$ cat src/rtl/xpt_pkg.sv
package xpt_pkg;
  typedef enum logic {
    LOAD_SER = 1'b0,
    LOAD_PAR = 1'b1
  } load_mode_e;
endpackage

$ cat src/rtl/xpt_load_reg.sv
module xpt_load_reg
  import xpt_pkg::*;
#(
  parameter int N_OUT   = 8,
  parameter int SLOT_W  = 5,
  parameter int ADDR_W  = 3,
  localparam int FRAME_W = N_OUT * SLOT_W
) (
  input  logic               clk_i,
  input  logic               rst_ni,
  input  logic               sdi_i,
  input  load_mode_e         mode_i,
  input  logic               ce_i,
  input  logic [ADDR_W-1:0]  paddr_i,
  input  logic [SLOT_W-1:0]  pdata_i,
  output logic [FRAME_W-1:0] frame_o,
  output logic               sdo_o
);
  logic [FRAME_W-1:0] sr_q, sr_d;

  always_comb begin
    sr_d = sr_q;
    if (ce_i) begin
      if (mode_i == LOAD_SER) begin
        sr_d = {sr_q[FRAME_W-2:0], sdi_i};
      end else begin
        for (int k = 0; k < N_OUT; k++) begin
          if (paddr_i == ADDR_W'(k)) sr_d[k*SLOT_W +: SLOT_W] = pdata_i;
        end
      end
    end
  end

  // not reset: the routing map survives an output-off reset
  always_ff @(posedge clk_i) sr_q <= sr_d;

  assign frame_o = sr_q;
  assign sdo_o   = sr_q[FRAME_W-1];

  a_r2_cascade: assert property (@(posedge clk_i) disable iff (!rst_ni)
    (ce_i && mode_i == LOAD_SER) |=> sdo_o == $past(frame_o[FRAME_W-2]));

  a_r1_shift_in: assert property (@(posedge clk_i) disable iff (!rst_ni)
    (ce_i && mode_i == LOAD_SER) |=> frame_o[0] == $past(sdi_i));

  a_r4_no_load: assert property (@(posedge clk_i) disable iff (!rst_ni)
    !ce_i |=> $stable(frame_o));

  for (genvar k = 0; k < N_OUT; k++) begin : g_slot_chk
    a_r3_other_slots: assert property (@(posedge clk_i) disable iff (!rst_ni)
      (ce_i && mode_i == LOAD_PAR && paddr_i != ADDR_W'(k))
        |=> $stable(frame_o[k*SLOT_W +: SLOT_W]));
    a_r3_addr_slot: assert property (@(posedge clk_i) disable iff (!rst_ni)
      (ce_i && mode_i == LOAD_PAR && paddr_i == ADDR_W'(k))
        |=> frame_o[k*SLOT_W +: SLOT_W] == $past(pdata_i));
  end
endmodule

$ cat src/rtl/xpt_xfer_latch.sv
module xpt_xfer_latch #(
  parameter int N_OUT  = 8,
  parameter int SEL_W  = 4,
  localparam int SLOT_W  = SEL_W + 1,
  localparam int FRAME_W = N_OUT * SLOT_W
) (
  input  logic                         clk_i,
  input  logic                         rst_ni,
  input  logic                         upd_i,
  input  logic [FRAME_W-1:0]           frame_i,
  output logic [N_OUT-1:0]             en_q_o,
  output logic [N_OUT-1:0][SEL_W-1:0]  sel_q_o
);
  logic [N_OUT-1:0]            frame_en;
  logic [N_OUT-1:0][SEL_W-1:0] frame_sel;
  logic [N_OUT-1:0]            en_q;
  logic [N_OUT-1:0][SEL_W-1:0] sel_q;

  for (genvar k = 0; k < N_OUT; k++) begin : g_split
    assign frame_en[k]  = frame_i[k*SLOT_W + SEL_W];
    assign frame_sel[k] = frame_i[k*SLOT_W +: SEL_W];
  end

  // synchronous stand-in for a transparent-low latch
  always_ff @(posedge clk_i or negedge rst_ni) begin
    if (!rst_ni)     en_q <= '0;
    else if (!upd_i) en_q <= frame_en;
  end

  always_ff @(posedge clk_i) begin
    if (!upd_i) sel_q <= frame_sel;
  end

  assign en_q_o  = en_q;
  assign sel_q_o = sel_q;

  a_r6_hold: assert property (@(posedge clk_i) disable iff (!rst_ni)
    upd_i |=> ($stable(en_q_o) && $stable(sel_q_o)));

  a_r10_reset_off: assert property (@(posedge clk_i)
    !rst_ni |-> en_q_o == '0);
endmodule

$ cat src/rtl/xpt_slot_dec.sv
module xpt_slot_dec #(
  parameter int N_IN  = 16,
  parameter int SEL_W = 4
) (
  input  logic             clk_i,
  input  logic             rst_ni,
  input  logic             en_i,
  input  logic [SEL_W-1:0] sel_i,
  output logic [N_IN-1:0]  onehot_o,
  output logic             en_o
);
  for (genvar j = 0; j < N_IN; j++) begin : g_dec
    assign onehot_o[j] = en_i && (sel_i == SEL_W'(j));
  end
  assign en_o = en_i;

  a_r8_off_quiet: assert property (@(posedge clk_i) disable iff (!rst_ni)
    !en_o |-> onehot_o == '0);

  a_r7_onehot: assert property (@(posedge clk_i) disable iff (!rst_ni)
    (en_o && int'(sel_i) < N_IN) |-> $countones(onehot_o) == 1);
endmodule

$ cat src/rtl/xpt_ctrl.sv
module xpt_ctrl
  import xpt_pkg::*;
#(
  parameter int N_IN  = 16,
  parameter int N_OUT = 8,
  localparam int SEL_W   = $clog2(N_IN),
  localparam int SLOT_W  = SEL_W + 1,
  localparam int ADDR_W  = $clog2(N_OUT),
  localparam int FRAME_W = N_OUT * SLOT_W
) (
  input  logic                    clk_i,
  input  logic                    rst_ni,
  input  logic                    sdi_i,
  output logic                    sdo_o,
  input  logic [SLOT_W-1:0]       pdata_i,
  input  logic [ADDR_W-1:0]       paddr_i,
  input  logic                    par_mode_i,
  input  logic                    ce_i,
  input  logic                    upd_i,
  output logic [N_OUT*N_IN-1:0]   sel_o,
  output logic [N_OUT-1:0]        en_o
);
  load_mode_e                  mode;
  logic [FRAME_W-1:0]          frame;
  logic [N_OUT-1:0]            en_q;
  logic [N_OUT-1:0][SEL_W-1:0] sel_q;

  assign mode = par_mode_i ? LOAD_PAR : LOAD_SER;

  xpt_load_reg #(
    .N_OUT (N_OUT),
    .SLOT_W(SLOT_W),
    .ADDR_W(ADDR_W)
  ) u_load (
    .clk_i  (clk_i),
    .rst_ni (rst_ni),
    .sdi_i  (sdi_i),
    .mode_i (mode),
    .ce_i   (ce_i),
    .paddr_i(paddr_i),
    .pdata_i(pdata_i),
    .frame_o(frame),
    .sdo_o  (sdo_o)
  );

  xpt_xfer_latch #(
    .N_OUT(N_OUT),
    .SEL_W(SEL_W)
  ) u_xfer (
    .clk_i  (clk_i),
    .rst_ni (rst_ni),
    .upd_i  (upd_i),
    .frame_i(frame),
    .en_q_o (en_q),
    .sel_q_o(sel_q)
  );

  for (genvar k = 0; k < N_OUT; k++) begin : g_out
    xpt_slot_dec #(
      .N_IN (N_IN),
      .SEL_W(SEL_W)
    ) u_dec (
      .clk_i   (clk_i),
      .rst_ni  (rst_ni),
      .en_i    (en_q[k]),
      .sel_i   (sel_q[k]),
      .onehot_o(sel_o[k*N_IN +: N_IN]),
      .en_o    (en_o[k])
    );
  end

  a_r9_reset_outputs: assert property (@(posedge clk_i)
    !rst_ni |-> (en_o == '0 && sel_o == '0));
endmodule

$ cat config.mk
export PLATFORM = sky130hd
export DESIGN_NAME = xpt_ctrl
export DESIGN_NICKNAME = d
export VERILOG_FILES = /design/src/rtl/xpt_pkg.sv /design/src/rtl/xpt_load_reg.sv /design/src/rtl/xpt_xfer_latch.sv /design/src/rtl/xpt_slot_dec.sv /design/src/rtl/xpt_ctrl.sv
export SDC_FILE = /design/constraint.sdc
export NUM_CORES = 1
export LEC_CHECK = 0
export ABC_AREA = 1
export BUFFER_PORTS_ARGS = -buffer_cell sky130_fd_sc_hd__buf_2
export CAP_MARGIN = 5
export CORE_MARGIN = 3
export CORE_UTILIZATION = 30
export CTS_BUF_LIST = sky130_fd_sc_hd__clkbuf_8
export DETAILED_ROUTE_END_ITERATION = 10
export PLACE_DENSITY_LB_ADDON = 0.05
export SYNTH_ARGS = -nofsm -noshare
export SYNTH_HDL_FRONTEND = slang
export SYNTH_SLANG_ARGS = --single-unit
$ cat constraint.sdc
create_clock -name clk_i -period 0.88 [get_ports clk_i]
set_input_delay 0.044 -clock clk_i [delete_from_list [all_inputs] [get_ports clk_i]]
set_output_delay 0.044 -clock clk_i [all_outputs]
set_load 0.02 [all_outputs]
# --- Word level (Yosys, flattened, before mapping) ---
# Cells that the tools add are included.
totals:
  regBits: 80
  output_inout_bits: 137
  inputBits: 14
op_classes:
  reduce_logical: 145
  n_eq_ne: 135
  muxes: 10
ops:
  columns: ["cell", "n"]
  rows:
  - ["4-bit equality test (second input constant)", 64]
  - ["4-bit by 3-bit equality test with 1-bit output (second input constant)", 32]
  - ["1-bit logical AND", 128]
  - ["4-bit by 2-bit equality test with 1-bit output (second input constant)", 16]
  - ["40-bit 2-to-1 mux", 1]
  - ["5-bit 2-to-1 mux", 8]
  - ["4-bit by 1-bit equality test with 1-bit output (second input constant)", 8]
  - ["4-bit zero test", 8]
  - ["2-bit != test (second input constant)", 8]
  - ["2-bit AND reduction", 8]
  - ["3-bit equality test (second input constant)", 4]
  - ["3-bit by 2-bit equality test with 1-bit output (second input constant)", 2]
  - ["3-bit by 1-bit equality test with 1-bit output (second input constant)", 1]
  - ["3-bit zero test", 1]
  - ["1-bit 2-to-1 mux", 1]

# --- Longest topological paths before layout ---
# Gate-level depths: netlist of run 1.
depth:
  depth_word: 3
  mapped_depth: 4
  depth_no_buf: 3

# --- Hierarchy ---
# A second synthesis of run 1 with hierarchy kept.
unflattened:
  hier_cells: 483
  hier_area_um2: 4194.0
modules_own_cells:
  columns: ["module", "cells_each", "area_each_um2", "seq_area_each_um2", "instances"]
  rows:
  - ["xpt_load_reg", 153, 1856.8, 1201.2, 1]
  - ["xpt_xfer_latch", 66, 1266.2, 1161.1, 1]
  - ["xpt_slot_dec", 33, 133.9, 0.0, 8]

# --- Least setup slack after synthesis of run 1 ---
# Ideal clock, no wire load.
synth_path:
  kind: "input-to-reg"
  from: "input port upd_i"
  to: "register u_xfer.sel_q, in the netlist u_xfer.sel_q_o[0] (enable)"
  cell_stages: 1
  setup_ns: 0.387
  arrival_ns: 0.685
  slack_ns: -0.192
  cell_sequence: "inv_1"
synth_lines:
  columns: ["item", "line_no", "rtl"]
  rows:
  - ["start, declared", "xpt_ctrl.sv:19", "input logic upd_i,"]
  - ["end signal, assigned", "xpt_xfer_latch.sv:31", "if (!upd_i) sel_q <= frame_sel;"]
  - ["end, declared", "xpt_xfer_latch.sv:17", "logic [N_OUT-1:0][SEL_W-1:0] sel_q;"]
# No word-level cell between the ends.

# --- Worst setup path after layout of run 1 ---
layout_path:
  from: "register u_xfer.en_q[4], in the netlist u_xfer.en_q_o[4]"
  to: "output port sel_o[79]"
layout_between:
  elab_chain_cells: 1
layout_lines:
  columns: ["item", "line_no", "rtl"]
  rows:
  - ["start, declared", "xpt_xfer_latch.sv:16", "logic [N_OUT-1:0] en_q;"]
  - ["start signal, assigned", "xpt_xfer_latch.sv:27", "else if (!upd_i) en_q <= frame_en;"]
  - ["1-bit logical AND", "xpt_slot_dec.sv:13", "assign onehot_o[j] = en_i && (sel_i == SEL_W'(j));"]
  - ["end, declared", "xpt_ctrl.sv:20", "output logic [N_OUT*N_IN-1:0] sel_o,"]
# No other way between the ends.

==> flow_summary_export.csv, run 1 <==
group,metric,value,unit
final_layout,diodes,0,
routing,drt_iter0_markers,96,
synth,netlist_area,0.00415,sq mm
setup_path,critPathKind,"reg2out",
sta,fin_skew,0.00968,ns
cts,cts_root_buf,"clkbuf_8",
setup_path,cp.required,0.84,ns
synth,synth_top_area_share,52.1,%
pwr,powerDensity,1270,mW/mm^2
setup_path,crit_path_end_kind,"output port",
synth,syn_nets,489,
grt,grt_overflow,0,
outcome,violations,"setup timing",
placed_design,io_buffer_count,150,
placed_design,dpl.hpwl,8170,um
final_layout,final_nets,713,
final_layout,ff_latch_area,0.00237,sq mm
sta,finalCritPeriodShare,157,%
setup_path,startpoint_type,"register",
synth,synth_warnings,0,
synth,ys_ff_latch,80,
synth,syn_area_per_cell,8.74,sq um
run,max_cap_violations,0,
cts,cts.clk_slew.worst_paths,0.08,ns
synth,synth_top_area_cell,"edfxtp_1",
sta,report.final.slew_viol_count,0,
final_layout,syn_to_final_growth,73.6,%
setup_path,crit_fanout,6,
sta,fin_setup_tns,-57.66,ns
cts,cts-root-to-sink-buffers,2,
die,core_area,0.0134,sq mm
setup_path,crit_arrival,1.34,ns
final_layout,fin_util,53.8,%
sta,setup_viol,141,
routing,vias,3943,
placed_design,gp_congestion,0.740,
routing,drc_errors,0,
grt,grt_max_degree,24,
sta,rsz0062_at_grt,"yes",
synth,ys_seq_area_share,56.9,%
synth,synthTopCellsByArea,"edfxtp_1, nor2_1, inv_1",
placed_design,pre_cts_slack,-0.182,ns
synth,yosysUniqueCellTypes,14,
outcome,outcome,"complete, but fails checks",
die,chipHeight,124,um
routing,firstDrtPassIters,4,
routing,routedWlPerCell,13.7,um
final_layout,nFillCells,1206,
hold_path,hp-class,"in2reg",
sta,setup_ws,-0.504,ns
grt,antenna_found_initial,0,
cts,clock_latency,0.34,ns
routing,drtAntennaViolNets,0,
final_layout,fin_cells,880,
placed_design,dp.cells,843,
routing,routed_wl,12100,um
sta,slew_headroom,76.6,%
cts,cts_tree,"done",
grt,grt_usage,14.8,%
final_layout,multi_input_area,0.00210,sq mm
synth,synth_cells,475,
sta,hold_violations,0,
pwr,p_leak,3.06,nW
routing,vias_per_cell,4.48,
sta,fin_hold_ws,0.0460,ns
sta,tightest_slew,0.351,ns
sta,post-route-min-period,1.38,ns
sta,fmax,723,MHz
die,dieArea,0.0153,sq mm
pwr,peakVddDrop,0.577,mV
cts,numCtsBuffers,9,
pwr,power,9.17,mW
placed_design,placed_area,0.00559,sq mm
cts,htreeDepth,3,
die,num_rows,42,
final_layout,final_area,0.00721,sq mm
grt,grt_pass1_wl,17500,um
die,initial_utilization,31.0,%
die,fp.dieW,124,um
grt,grt_pass1_vias,3640,
final_layout,final_layout_size_suffix_gt1_share,63.9,%
die,pin_count,151,
cts,clkSinkCount,80,
critical path, stage by stage, from the launching register on:
cell     delay (ns)
dfrtp_2        0.48
nand3_1        0.19
nor2_1         0.16
buf_4          0.16
cell type report:
class	count	area share [%]
clock buffer	9	1.72
clock inverter	7	0.885
inverter	77	4.06
multi-input combinational	303	29.2
sequential	80	32.9
tap	176	3.06
timing repair buffer	228	28.2
logic make-up after synthesis:
family          after synthesis  share of synthesized area, %
compound gates               55                          8.08
buf+inv                      92                          10.4
flops                        80                          56.9
simple gates                248                          24.6
Yosys cell counts:
library cell / number
nor2_1: 129
inv_1: 77
edfxtp_1: 72
nand2_1: 71
nand3_1: 46
o21ai_1: 24
o21ai_2: 16
buf_4: 9
a21oi_1: 8
dfrtp_1: 8
o21ai_0: 7
buf_6: 5
nand2_8: 2
buf_12: 1
placed cells by master (no fill, tap or decap), types with 6 or more instances in the layout:
master	instances
nand2_1	33
nand2_4	7
buf_6	78
o21ai_1	27
buf_2	26
nand3_1	15
buf_12	7
clkbuf_8	9
inv_1	46
edfxtp_1	72
nor2_2	47
nor2_1	50
inv_2	31
dfrtp_2	8
nand2_2	31
buf_4	116
nand3_2	18
nand3_4	13
a21oi_1	6
nor2_4	32
o21ai_2	16
registers in the layout, indices dropped and copies added (netlist names):
register,count
u_xfer.sel_q_o,32
u_load.frame_o,40
u_xfer.en_q_o,8
what timing repair did:
item	4_1_cts	5_1_grt
resized for setup	256	157
setup endpoints to repair	138	140
pin swaps	28	33
endpoints found under the hold margin	8	0
hold buffers	1	0
buffers inserted	10	12
metal layers:
metal  vias up  wire length, um  track usage, %  part of all wire, %
met5         -                0               0                    0
met4         0              207            5.05                  1.7
met3        17              508            2.50                  4.2
met2        93             6380            25.9                   53
met1      1855             4980            18.5                   41
li1       1978                -               -                    -
where the power goes:
group          leakage [nW]  internal [mW]  switching (mW)
registers             0.784           4.43           0.229
clock network        0.0962           1.28            1.29
logic                  2.18          0.823            1.11
final timing paths:
path | from | end | slack [ns] | depth (start not counted)
setup / recovery | u_xfer.en_q_o[4] | sel_o[79] | -0.50 | 3
hold / removal | sdi_i | u_load.frame_o[0] | 0.05 | 3
setup reg to reg | u_xfer.en_q_o[6] | u_xfer.en_q_o[6] | -0.07 | 4
hold reg to reg | u_load.frame_o[27] | u_xfer.sel_q_o[22] | 0.45 | 0
max in group asynchronous | rst_ni | u_xfer.en_q_o[2] | 0.53 | 2
min in group asynchronous | rst_ni | u_xfer.en_q_o[7] | 0.11 | 2
No activity file was read; power rests on OpenSTA's default activity.
==> inputs of run 2 (changes only) <==
ABC_AREA = 0   (was 1)
CORE_ASPECT_RATIO = 0.5   (was not set)
==> run 2 against run 1 <==
  * Sequential power is essentially flat
  * Global-route usage is 2.9 points higher
  * Core utilization grew 11 points
  * Worst setup slack worse by 0.28 ns
  * Routed wire length is 15% higher
  * Via count is 0.15% higher
  * Hold slack lost 0.0067 ns
  * Clock-buffer cell count is the same
  * The flow still finishes with violations (setup timing)
  * First-iteration DRC count grew 110%
==> flow_summary_export.csv, run 2 <==
group,metric,value,unit
final_layout,final_nets,685,
die,chipHeight,86.8,um
die,num_rows,28,
die,initial_utilization,31.9,%
setup_path,cp.required,0.84,ns
synth,syn_area_per_cell,9.93,sq um
pwr,comb_power_share,24.3,%
routing,drtAntennaViolNets,0,
placed_design,dp.cells,766,
routing,firstDrtPassIters,4,
synth,synthTopCellsByArea,"edfxtp_1, nor2_1, o21ai_0",
grt,grt_usage,17.7,%
routing,vias,3949,
pwr,p_switching,2.98,mW
final_layout,largest_register_ffs,40,
cts,cts_tree,"done",
setup_path,startpoint_type,"register",
final_layout,nFillCells,897,
sta,finalCritPeriodShare,189,%
die,dieArea,0.0146,sq mm
hold_path,hold_depth,3,
sta,fmax,602,MHz
setup_path,r2r_end,"u_xfer.en_q_o[7]",
grt,antenna_found_initial,0,
setup_path,crit_path_end_kind,"output port",
final_layout,diodes,0,
sta,rsz0062_at_grt,"yes",
grt,grt_overflow,0,
final_layout,fin_util,65.1,%
synth,ys_ff_latch,80,
synth,synth_warnings,0,
synth,synth_edf_count,72,
pwr,p_leak,3.30,nW
pwr,seqPwrFrac,46.9,%
sta,setup_ws,-0.782,ns
sta,report.final.slew_viol_count,0,
sta,tightest_slew,0.323,ns
setup_path,ff2ff_path_depth,2,
placed_design,gp_congestion,0.768,
hold_path,hp-start,"upd_i",
pwr,clockPowerShare,28.8,%
routing,drc_errors,0,
die,core_area,0.0123,sq mm
grt,grt_max_degree,20,
cts,numCtsBuffers,9,
cts,clkSinkCount,80,
cts,cts-root-to-sink-buffers,2,
sta,slew_headroom,78.4,%
placed_design,io_buffer_count,150,
grt,grt_pass1_vias,3777,
pwr,powerDensity,1240,mW/mm^2
synth,yosys-top-cells-count,"nor2_1, edfxtp_1, o21ai_0",
cts,cts.clk_slew.worst_paths,0.09,ns
die,fp.dieW,168,um
die,pin_count,151,
sta,post-route-min-period,1.66,ns
sta,fin_setup_tns,-81.21,ns
synth,ys_seq_area_share,60.2,%
setup_path,reg2reg_slack,-0.04,ns
synth,synth_top_area_cell,"edfxtp_1",
outcome,violations,"setup timing",
synth,synth_top_area_share,55.1,%
placed_design,dpl.hpwl,8500,um
pwr,p_sw_share,30.0,%
cts,cts_root_buf,"clkbuf_8",
routing,routedWlPerCell,16.4,um
cts,htreeDepth,3,
final_layout,multi_input_area,0.00236,sq mm
setup_path,crit_fanout,4,
hold_path,holdPathEnd,"u_xfer.en_q_o[0]",
run,max_cap_violations,0,
pwr,internal_power,6.96,mW
cts,clock_latency,0.37,ns
setup_path,r2r-start,"u_xfer.en_q_o[7]",
routing,drt_iter0_markers,200,
setup_path,critPathLaunch,"u_xfer.sel_q_o[22]",
final_layout,syn_to_final_growth,104,%
synth,synth_cells,395,
hold_path,hp-class,"in2reg",
sta,setup_viol,139,
synth,yosysMostFrequentCell,"nor2_1",
final_layout,ff_latch_area,0.00236,sq mm
grt,grt_pass1_wl,20100,um
synth,synthArstFlopShare,10.0,%
sta,fin_hold_ws,0.0392,ns
final_layout,fin_cells,841,
pwr,peakVddDrop,0.641,mV
routing,vias_per_cell,4.70,
final_layout,final_cell_mix,"buf_6, buf_4, edfxtp_1",
synth,yosysUniqueCellTypes,18,
sta,hold_violations,0,
final_layout,final_common_cell,"buf_6",
setup_path,crit_arrival,1.62,ns
routing,routed_wl,13800,um
synth,ys.flop_type,"edfxtp_1",
final_layout,final_layout_size_suffix_gt1_share,67.0,%
outcome,outcome,"complete, but fails checks",
synth,netlist_area,0.00392,sq mm
setup_path,critPathKind,"reg2out",
synth,syn_nets,409,
sta,fin_skew,0.0105,ns
==> run 2: how the worst max path moves through the flow <==
stage / endpoint / cells past startpoint / slack, ns
after floorplan: sel_o[113] / 2 / -0.24
after global placement: sel_o[48] / 3 / -0.32
after detailed placement: sel_o[112] / 3 / -0.33
after CTS: sel_o[0] / 3 / -0.71
after global routing: sel_o[88] / 4 / -0.83
final: sel_o[88] / 4 / -0.78
==> run 2: cell families (layout without fill, tap and decap cells) <==
group,count (synthesis),in the layout,share of synthesized area (%)
buffers and inverters,55,336,6.09
DFF,80,80,60.2
muxes,1,1,0.287
and+or+nand+nor,204,204,26.2
AOI/OAI and AO/OA,55,55,7.15
==> run 2: worst max-delay path, stage by stage, from the launching register on <==
cell and delay [ns]:
edfxtp_1 0.42, buf_6 0.14, nand3b_1 0.29, nor3_2 0.22
buf_4 0.18
==> run 2: through the flow <==
step                cell area, sq um  total power, mW  setup WS (ns)
global route                    8010             10.4         -0.832
finish                          8010             9.94         -0.782
global placement                5840             6.28         -0.320
floorplan                       4360             5.58         -0.238
detailed placement              5840             6.29         -0.330
CTS                             7330             9.65         -0.706
==> run 2: power by group through the flow <==
stage                     clock network (mW)  registers [mW]  logic [mW]
after CTS                               2.93            4.64        2.08
after detailed placement                   0            4.71        1.57
after floorplan                            0            4.74       0.840
final                                   2.86            4.66        2.41
after global placement                     0            4.71        1.57
after global routing                    3.08            4.70        2.57
==> run 2: repair_timing <==
| action | CTS | global route |
|---|---|---|
| setup buffers | 34 | 25 |
| gates resized for setup | 298 | 135 |
| hold buffers | 3 | 0 |
| pin swaps | 50 | 39 |
| endpoints found under the hold margin | 10 | 0 |
| setup endpoints to repair | 138 | 144 |
==> run 2: layout make-up <==
cell class | instances | area share [%]
multi-input cells | 260 | 29.5
well taps | 165 | 2.58
inverters | 41 | 1.97
clock inverters | 7 | 1.05
flip-flops and latches | 80 | 29.5
clock buffers | 9 | 1.55
repair buffers | 279 | 33.9
==> run 2: layer usage <==
| metal | wire, um | GRT usage [%] | vias to the layer above |
|---|---|---|---|
| li1 | - | - | 1902 |
| met1 | 6420 | 24.8 | 1893 |
| met2 | 6500 | 27.6 | 137 |
| met3 | 748 | 5.01 | 17 |
| met4 | 154 | 3.86 | 0 |
| met5 | 0 | 0 | - |
==> inputs of run 3 (changes only) <==
ABC_AREA = 1   (was 0)
==> run 3 against run 2 <==
  * The run still ends with setup timing left
  * Clock-buffer cell count stayed put
  * Sequential power hardly changed
  * Combinational power is 12% lower
  * Global-route usage is 2.0 points lower
  * Cell area is 3.2% lower
  * Core utilization is 5.9 points lower
  * First-iteration DRC count is 26% lower
  * Sequential share of layout area is 1.1 points higher
  * Critical path type unchanged
  * Critical endpoint is now sel_o[105]
==> flow_summary_export.csv, run 3 (synthesized netlist as in run 1, its figures left out) <==
group,metric,value,unit
grt,grt_max_degree,25,
pwr,powerDensity,1310,mW/mm^2
grt,grt_pass1_vias,3650,
setup_path,crit_path_end_kind,"output port",
setup_path,critPathKind,"reg2out",
routing,drt_iter0_markers,148,
cts,numCtsBuffers,9,
pwr,p_leak,3.16,nW
final_layout,final_cell_mix,"buf_6, buf_4, edfxtp_1",
setup_path,crit_family,"flip-flops",
die,initial_utilization,31.7,%
routing,routed_wl,13200,um
pwr,power,10.1,mW
sta,rsz0062_at_grt,"yes",
die,dieArea,0.0154,sq mm
final_layout,nFillCells,1081,
sta,post-route-min-period,1.45,ns
setup_path,crit_buf_inv,2,
routing,firstDrtPassIters,5,
outcome,outcome,"complete, but fails checks",
setup_path,crit_slowest_cell,"edfxtp_1",
sta,fmax,687,MHz
die,core_area,0.0131,sq mm
final_layout,syn_to_final_growth,86.8,%
grt,antenna_found_initial,0,
setup_path,crit_arrival,1.41,ns
routing,drtAntennaViolNets,0,
setup_path,path_cells,"inv_2 > nand3_2 > nor2_1 > buf_4",
setup_path,cpPeakStageDelay,0.45,ns
die,num_rows,29,
final_layout,diodes,0,
grt,grt_pass1_wl,18600,um
cts,cts_tree,"done",
placed_design,gp_congestion,0.721,
pwr,peakVddDrop,0.846,mV
sta,slew_headroom,79.4,%
final_layout,final_common_cell,"buf_6",
placed_design,dpl.hpwl,8490,um
die,fp.dieW,172,um
cts,htreeDepth,3,
routing,vias,4023,
routing,vias_per_cell,4.52,
setup_path,cp.required,0.84,ns
sta,report.final.slew_viol_count,0,
die,chipHeight,89.2,um
final_layout,largest_register_ffs,40,
final_layout,final_nets,714,
run,max_cap_violations,0,
sta,hold_violations,0,
routing,drc_errors,0,
cts,clock_latency,0.36,ns
sta,setup_ws,-0.575,ns
outcome,violations,"setup timing",
die,pin_count,151,
setup_path,startpoint_type,"register",
cts,cts.clk_slew.worst_paths,0.09,ns
final_layout,final_layout_size_suffix_gt1_share,67.1,%
sta,setup_viol,140,
sta,fin_setup_tns,-62.99,ns
cts,cts-root-to-sink-buffers,2,
grt,grt_usage,15.7,%
sta,finalCritPeriodShare,165,%
sta,fin_skew,0.00645,ns
hold_path,hp-class,"in2reg",
sta,tightest_slew,0.310,ns
setup_path,crit_fanout,4,
routing,routedWlPerCell,14.8,um
placed_design,pre_cts_slack,-0.208,ns
cts,clkSinkCount,80,
grt,grt_overflow,0,
cts,cts_root_buf,"clkbuf_8",
placed_design,io_buffer_count,150,
## run 3: layout make-up
cell class	count	area [sq um]	area share (%)
Multi-Input combinational cell	303	2440	31.4
Sequential cell	80	2370	30.6
Timing Repair Buffer	229	2180	28.1
Inverter	77	293	3.78
Tap cell	186	233	3.00
Clock buffer	9	124	1.60
Clock inverter	7	119	1.53
## run 3: final timing paths
kind / start / to / slack, ns / cells past startpoint
max in group asynchronous: rst_ni / u_xfer.en_q_o[4] / 0.54 / 2
hold / removal: pdata_i[1] / u_load.frame_o[36] / 0.09 / 3
setup / recovery: u_xfer.sel_q_o[25] / sel_o[105] / -0.57 / 4
hold reg to reg: u_load.frame_o[26] / u_xfer.sel_q_o[21] / 0.45 / 0
min in group asynchronous: rst_ni / u_xfer.en_q_o[6] / 0.10 / 2
setup reg to reg: u_xfer.en_q_o[6] / u_xfer.en_q_o[6] / -0.10 / 4
## run 3: power breakdown
part	leakage, nW	internal (mW)	switching [mW]	total [mW]
registers	0.784	4.43	0.263	4.69
logic	2.25	0.900	1.23	2.13
clock network	0.127	1.90	1.40	3.30
total	3.16	7.23	2.90	10.1
## run 3: worst reg2reg max path, cell delays in order, from the launching register on
cell,delay (ns)
dfrtp_2,0.51
buf_6,0.16
buf_6,0.10
nand2_2,0.04
o21ai_1,0.05
## run 3: what timing repair did
action | CTS | global route
setup endpoints to repair | 137 | 143
buffers inserted | 13 | 3
hold buffers | 2 | 0
hold endpoints to repair | 9 | 0
pin swaps | 31 | 31
resized for setup | 308 | 204
## run 3: metal layers
layer  up-vias  share of wire (%)  track usage, %  wire [um]
met5         -                  0               0          0
li1       1992                  -               -          -
met1      1914                 42            20.8       5520
met2       103                 52            26.6       6910
met4         0                1.1            3.26        148
met3        14                4.9            3.58        643
## run 3: stage by stage
step	cells	instance area, sq um	utilization (%)	hold WS (ns)
final	891	7750	59.2	0.0862
after global routing	891	7750	59.2	0.0754
after CTS	888	6940	52.9	0.0609
after detailed placement	857	5650	43.2	-0.0657
after global placement	857	5650	43.2	-0.0644
after floorplan	475	4240	-	-0.252
